$ cat src/rtl/bbp_pkg.sv
package bbp_pkg;

  // What the table does on a given cycle
  typedef enum logic [1:0] {
    ACT_IDLE,
    ACT_BUMP,
    ACT_BUMP_RESCALE,
    ACT_ALLOC
  } bbp_act_e;

endpackage

$ cat src/rtl/bbp_tag_match.sv
module bbp_tag_match #(
  parameter int ADDR_W  = 32,
  parameter int ENTRIES = 16,
  parameter int IDX_W   = $clog2(ENTRIES)
) (
  input  logic                             clk,
  input  logic                             rst_n,
  input  logic [ENTRIES-1:0][ADDR_W-1:0]   tags,
  input  logic [ENTRIES-1:0]               valids,
  input  logic [ADDR_W-1:0]                key,
  output logic                             hit,
  output logic [IDX_W-1:0]                 hit_idx,
  output logic                             has_free,
  output logic [IDX_W-1:0]                 free_idx
);

  logic [ENTRIES-1:0] match;

  for (genvar g = 0; g < ENTRIES; g++) begin : g_cmp
    assign match[g] = valids[g] && (tags[g] == key);
  end

  assign hit      = |match;
  assign has_free = ~&valids;

  // Lowest set index wins in both encoders
  always_comb begin
    hit_idx  = '0;
    free_idx = '0;
    for (int i = ENTRIES - 1; i >= 0; i--) begin
      if (match[i])   hit_idx  = IDX_W'(i);
      if (!valids[i]) free_idx = IDX_W'(i);
    end
  end

  // a target never lives in two slots
  a_r3_single_hit: assert property (@(posedge clk) disable iff (!rst_n)
    $onehot0(match));

endmodule

$ cat src/rtl/bbp_rank.sv
module bbp_rank #(
  parameter int ENTRIES  = 16,
  parameter int CNT_W    = 8,
  parameter int IDX_W    = $clog2(ENTRIES),
  parameter bit FIND_MAX = 1'b1
) (
  input  logic [ENTRIES-1:0][CNT_W-1:0] counts,
  output logic [IDX_W-1:0]              sel_idx
);

  if (FIND_MAX) begin : g_max
    logic [CNT_W-1:0] best;
    always_comb begin
      best    = counts[0];
      sel_idx = '0;
      for (int i = 1; i < ENTRIES; i++) begin
        if (counts[i] > best) begin
          best    = counts[i];
          sel_idx = IDX_W'(i);
        end
      end
    end
  end else begin : g_min
    logic [CNT_W-1:0] best;
    always_comb begin
      best    = counts[0];
      sel_idx = '0;
      for (int i = 1; i < ENTRIES; i++) begin
        if (counts[i] < best) begin
          best    = counts[i];
          sel_idx = IDX_W'(i);
        end
      end
    end
  end

endmodule

$ cat src/rtl/bbp_profiler.sv
module bbp_profiler
  import bbp_pkg::*;
#(
  parameter int ADDR_W  = 32,
  parameter int ENTRIES = 16,
  parameter int CNT_W   = 8,
  localparam int IDX_W  = $clog2(ENTRIES)
) (
  input  logic              clk,
  input  logic              rst_n,
  input  logic              clear,
  input  logic              fetch_valid,
  input  logic [ADDR_W-1:0] fetch_addr,
  input  logic [IDX_W-1:0]  rd_idx,
  output logic [ADDR_W-1:0] rd_tag,
  output logic [CNT_W-1:0]  rd_count,
  output logic              rd_valid,
  output logic [IDX_W-1:0]  hot_idx
);

  localparam logic [CNT_W-1:0] CNT_MAX  = '1;
  localparam logic [CNT_W-1:0] CNT_ONE  = CNT_W'(1);
  localparam logic [CNT_W-1:0] RESCALED = (CNT_MAX >> 1) + CNT_ONE;

  // Reset: asserted asynchronously, released on the clock
  logic [1:0] rst_pipe;
  logic       rst_sn;
  always_ff @(posedge clk or negedge rst_n) begin
    if (!rst_n) rst_pipe <= '0;
    else        rst_pipe <= {rst_pipe[0], 1'b1};
  end
  assign rst_sn = rst_pipe[1];

  // State
  logic [ENTRIES-1:0][ADDR_W-1:0] tag_q, tag_d;
  logic [ENTRIES-1:0][CNT_W-1:0]  cnt_q, cnt_d;
  logic [ENTRIES-1:0]             val_q, val_d;
  logic [ADDR_W-1:0]              prev_q;
  logic                           have_q;
  logic [IDX_W-1:0]               hot_q;

  // Lookup and ranking
  logic             hit, has_free, is_back, table_en;
  logic [IDX_W-1:0] hit_idx, free_idx, min_idx, max_idx, victim;
  bbp_act_e         act;

  bbp_tag_match #(.ADDR_W(ADDR_W), .ENTRIES(ENTRIES), .IDX_W(IDX_W)) u_match (
    .clk      (clk),
    .rst_n    (rst_sn),
    .tags     (tag_q),
    .valids   (val_q),
    .key      (fetch_addr),
    .hit      (hit),
    .hit_idx  (hit_idx),
    .has_free (has_free),
    .free_idx (free_idx)
  );

  bbp_rank #(.ENTRIES(ENTRIES), .CNT_W(CNT_W), .IDX_W(IDX_W), .FIND_MAX(1'b0)) u_min (
    .counts  (cnt_q),
    .sel_idx (min_idx)
  );

  bbp_rank #(.ENTRIES(ENTRIES), .CNT_W(CNT_W), .IDX_W(IDX_W), .FIND_MAX(1'b1)) u_max (
    .counts  (cnt_q),
    .sel_idx (max_idx)
  );

  // Next-state
  assign is_back  = fetch_valid && have_q && !clear && (fetch_addr < prev_q);
  assign table_en = clear || is_back;
  assign victim   = has_free ? free_idx : min_idx;

  always_comb begin
    act = ACT_IDLE;
    if (is_back) begin
      if (!hit)                          act = ACT_ALLOC;
      else if (cnt_q[hit_idx] == CNT_MAX) act = ACT_BUMP_RESCALE;
      else                               act = ACT_BUMP;
    end
  end

  always_comb begin
    tag_d = tag_q;
    val_d = val_q;
    for (int i = 0; i < ENTRIES; i++) begin
      cnt_d[i] = (act == ACT_BUMP_RESCALE) ? (cnt_q[i] >> 1) : cnt_q[i];
    end
    if (act == ACT_BUMP || act == ACT_BUMP_RESCALE) begin
      cnt_d[hit_idx] = cnt_d[hit_idx] + CNT_ONE;
    end
    if (act == ACT_ALLOC) begin
      tag_d[victim] = fetch_addr;
      val_d[victim] = 1'b1;
      cnt_d[victim] = CNT_ONE;
    end
    if (clear) begin
      val_d = '0;
      cnt_d = '0;
    end
  end

  // Registers
  always_ff @(posedge clk or negedge rst_sn) begin
    if (!rst_sn) begin
      tag_q <= '0;
      cnt_q <= '0;
      val_q <= '0;
    end else if (table_en) begin
      tag_q <= tag_d;
      cnt_q <= cnt_d;
      val_q <= val_d;
    end
  end

  always_ff @(posedge clk or negedge rst_sn) begin
    if (!rst_sn) begin
      prev_q <= '0;
      have_q <= 1'b0;
    end else if (clear) begin
      have_q <= 1'b0;
    end else if (fetch_valid) begin
      prev_q <= fetch_addr;
      have_q <= 1'b1;
    end
  end

  always_ff @(posedge clk or negedge rst_sn) begin
    if (!rst_sn) hot_q <= '0;
    else         hot_q <= max_idx;
  end

  assign rd_tag   = tag_q[rd_idx];
  assign rd_count = cnt_q[rd_idx];
  assign rd_valid = val_q[rd_idx];
  assign hot_idx  = hot_q;

  // Checks
  a_r1_no_fetch_no_change: assert property (@(posedge clk) disable iff (!rst_sn)
    (!fetch_valid && !clear) |=> ($stable(val_q) && $stable(cnt_q)));

  a_r2_alloc_slot: assert property (@(posedge clk) disable iff (!rst_sn)
    (act == ACT_ALLOC) |=> (val_q[$past(victim)] && cnt_q[$past(victim)] == CNT_ONE
                            && tag_q[$past(victim)] == $past(fetch_addr)));

  a_r3_bump_by_one: assert property (@(posedge clk) disable iff (!rst_sn)
    (act == ACT_BUMP) |=> (cnt_q[$past(hit_idx)] == $past(cnt_q[hit_idx]) + CNT_ONE));

  a_r4_rescale_value: assert property (@(posedge clk) disable iff (!rst_sn)
    (act == ACT_BUMP_RESCALE) |=> (cnt_q[$past(hit_idx)] == RESCALED));

  a_r7_clear_empties: assert property (@(posedge clk) disable iff (!rst_sn)
    clear |=> (val_q == '0 && cnt_q == '0 && !have_q));

  // hot index never points below any count of the prior cycle
  logic [ENTRIES-1:0][CNT_W-1:0] seen_cnt;
  always_ff @(posedge clk or negedge rst_sn) begin
    if (!rst_sn) seen_cnt <= '0;
    else         seen_cnt <= cnt_q;
  end

  for (genvar g = 0; g < ENTRIES; g++) begin : g_hot_chk
    a_r6_hot_is_max: assert property (@(posedge clk) disable iff (!rst_sn)
      seen_cnt[g] <= seen_cnt[hot_q]);
  end

endmodule

$ cat config.mk
export PLATFORM = sky130hd
export DESIGN_NAME = bbp_profiler
export DESIGN_NICKNAME = d
export VERILOG_FILES = /design/src/rtl/bbp_pkg.sv /design/src/rtl/bbp_tag_match.sv /design/src/rtl/bbp_rank.sv /design/src/rtl/bbp_profiler.sv
export SDC_FILE = /design/constraint.sdc
export NUM_CORES = 2
export LEC_CHECK = 0
export BUFFER_PORTS_ARGS = -buffer_cell sky130_fd_sc_hd__buf_4
export CELL_PAD_IN_SITES_DETAIL_PLACEMENT = 1
export CELL_PAD_IN_SITES_GLOBAL_PLACEMENT = 1
export CORE_MARGIN = 1
export CORE_UTILIZATION = 53
export DETAILED_ROUTE_END_ITERATION = 12
export HOLD_SLACK_MARGIN = 0.15
export PLACE_DENSITY = 0.92
export SETUP_SLACK_MARGIN = 0.02
export SLEW_MARGIN = 20
export SYNTH_ARGS = -nofsm -noshare
export SYNTH_HDL_FRONTEND = slang
export SYNTH_SLANG_ARGS = --single-unit
$ cat constraint.sdc
create_clock -name clk -period 50.1 [get_ports clk]
set_input_delay 7.515 -clock clk [delete_from_list [all_inputs] [get_ports clk]]
set_output_delay 7.515 -clock clk [all_outputs]
set_load 0.005 [all_outputs]
==> results.yml <==
sta:
  slew-limit-headroom_pct: 15.5
  max_slew.worst_pin.slew_ns: 1.26
  fmax_mhz: 29.5
  maxSlewViolCount: 0
  hold_violations: 0
  min_period_ns: 33.95
  tns_ns: 0
  timing.hold.ws_ns: 0.347
  fin_ws_ns: 16.15
  fin_crit_sh_pct: 67.8
  setup_viol: 0
  grt_setup_unrepaired: "no"
  skew_ns: 0.0451
critical_path:
  critPathMaxStageDelay_ns: 0.78
  worstPathRequired_ns: 50.63
  end_kind: "flop"
  cp_common_cell: "ha_1"
  start_kind: "flop"
  cp_slowest_cell: "or4_1"
  critPathMaxFanout: 22
  worst-setup-path-type: "flop to flop"
  arrival_ns: 34.47
floorplan:
  die_h_um: 319
  io_pins: 85
  core_um2: 98900
  initial_core_util_pct: 53.8
  rows: 115
  dieArea_um2: 102000
  chipWidth_um: 319
synthesis:
  ys_types: 104
  synth_seq_cells: 695
  synth.cell_area_um2: 53200
  synth_nets: 5642
  avgSynthCellArea_um2: 9.92
  synth_flop_cell: "dfrtp_1"
  synthArstFlopShare_pct: 100
  synthCells: 5364
  yosys.area.top_type: "dfrtp_1"
  yosysWarnings: 0
  yosysTopAreaCellShare_pct: 32.7
  synth_seq_area_share_pct: 32.7
  synth_area_leaders: "dfrtp_1 33%, mux2_2 12%, mux4_2 8.7%"
  synth_edf_count: 0
layout:
  stdcell_count: 6608
  nets: 5520
  drive_gt1_share_pct: 21.5
  multi_input_area_um2: 33400
  register_area_um2: 17400
  fill_cells: 10600
  synthToLayoutAreaGrowth_pct: 8.05
placement:
  dp_hpwl_um: 177000
  io_buffers: 84
  place.gp.congestion: 1.06
  dp.cells: 6445
  place_ws_ns: 16.41
grt:
  grt-ovfl-total: 0
  antenna_found_initial: 25
  first_global_vias: 50600
  grt_pass1_wl_um: 356000
  grt_max_degree: 82
  grt_usage_pct: 47.7
drt:
  viasPerCell: 7.50
  drc: 0
  postRouteAntennaNets: 0
  drt-initial-drc-count: 7299
  drt_pre_antenna_iters: 6
  vias: 49600
  wirelength_um: 246000
  wl_per_cell_um: 37.2
clocking:
  clock_path_buffers: 3
  cts_hold_buf: 0
  postCtsSetupBuffers: 0
  cts_buffers: 81
  cts_sinks: 695
  clock_latency_ns: 0.68
  clk_pin_slew_ns: 0.06
  cts_resized: 0
  cts_tree: "built"
  htreeDepth: 3
  cts_root_buf: "clkbuf_16"
hold_path:
  hold_class: "flop to async pin"
power_and_ir_drop:
  p_per_area_nw_per_um2: 37.5
  total_power_mw: 2.16
  power_leakage_nw: 25.7
  vdd_drop_max_mv: 0.0800
outcome:
  status: "completed"
job:
  drv_cap: 0
-- layer usage --
metal  wire length [µm]  GRT usage [%]  part of all wire [%]
met1              87700           58.4                    36
met2             104000           69.6                    42
met3              32200           16.4                    13
met4              21800           34.8                   8.9
met5                147          0.284                 0.060
-- logic make-up after synthesis --
family / share of synthesized area (%)
other: 0.00705
DFF: 32.7
muxes: 22.6
AOI/OAI and AO/OA: 11.8
adders and majority gates: 5.62
and+or+nand+nor: 14.0
xor gates and xnor gates: 8.53
buffers and inverters: 4.73
-- cells in the final DEF, fill, tap and decap left out, types with 20 or more instances in the layout --
cell type / n
a211oi_1: 25
a21o_1: 64
a21oi_1: 197
a22o_1: 32
a31oi_1: 39
a32o_1: 39
and2_1: 21
and3_1: 23
buf_4: 156
clkbuf_1: 25
clkbuf_16: 83
dfrtp_1: 694
ha_1: 237
inv_1: 252
mux2_2: 558
mux2i_1: 112
mux4_2: 205
nand2_1: 462
nand2b_1: 55
nand3_1: 113
nand4_1: 119
nand4b_1: 23
nor2_1: 216
nor2b_1: 31
nor3_1: 76
nor4_1: 175
o211ai_1: 34
o21a_1: 33
o21ai_0: 279
o21ai_1: 20
or4_1: 34
xnor2_1: 123
xor2_1: 391
-- cell usage after synthesis, types with 77 or more instances --
| cell type | number |
|---|---|
| a21oi_1 | 197 |
| clkbuf_1 | 226 |
| dfrtp_1 | 695 |
| ha_1 | 238 |
| inv_1 | 252 |
| mux2_2 | 558 |
| mux2i_1 | 112 |
| mux4_2 | 205 |
| nand2_1 | 467 |
| nand3_1 | 113 |
| nand4_1 | 119 |
| nor2_1 | 223 |
| nor3_1 | 77 |
| nor4_1 | 176 |
| o21ai_0 | 280 |
| xnor2_1 | 124 |
| xor2_1 | 392 |
-- layout make-up --
class | count | area share [%]
antenna | 11 | 0.0479
clock buffer | 126 | 4.21
clock inverter | 25 | 0.697
inverter | 256 | 1.67
multi-input combinational | 4048 | 58.2
sequential | 695 | 30.3
tap | 1287 | 2.80
timing repair buffer | 160 | 2.15
-- flip-flops by register name, indices dropped and copies added, names as in the netlist --
register  flops
val_q        16
cnt_q       128
prev_q       32
hot_idx       4
tag_q       512
have_q        1
rst_pipe      2
-- critical path, delay by kind of cell (launching register included) --
family / cells / cell delay (ns)
compound gates: 76 / 18.24
buf+inv: 12 / 1.67
simple gates: 29 / 4.54
mux: 11 / 4.40
flops: 1 / 0.49
fa+ha+maj: 15 / 4.39
-- worst paths after layout --
path	from	to	slack, ns	depth (start not counted)
max	cnt_q[1]$_DFFE_PN0P_	hot_idx[3]$_DFF_PN0_	16.15	143
min	rst_pipe[1]$_DFF_PN0_	tag_q[295]$_DFFE_PN0P_	0.35	0
max reg2reg	cnt_q[1]$_DFFE_PN0P_	hot_idx[3]$_DFF_PN0_	16.15	143
min reg2reg	rst_pipe[1]$_DFF_PN0_	tag_q[295]$_DFFE_PN0P_	0.35	0
max in group asynchronous	rst_n	rst_pipe[1]$_DFF_PN0_	43.40	1
min in group clk	rst_pipe[0]$_DFF_PN0_	rst_pipe[1]$_DFF_PN0_	0.36	0
-- power breakdown --
group	switching [mW]	internal, mW
clock network	0.272	0.371
logic	0.582	0.313
registers	0.0279	0.591
total	0.882	1.28
-- stage by stage --
step / instance area [µm²] / utilization, %
floorplan: 53200 / -
global placement: 54600 / 55.2
detailed placement: 54600 / 55.2
CTS: 57400 / 58.1
global route: 57500 / 58.1
finish: 57500 / 58.2
Note: power is estimated with default switching activity, not from simulation.
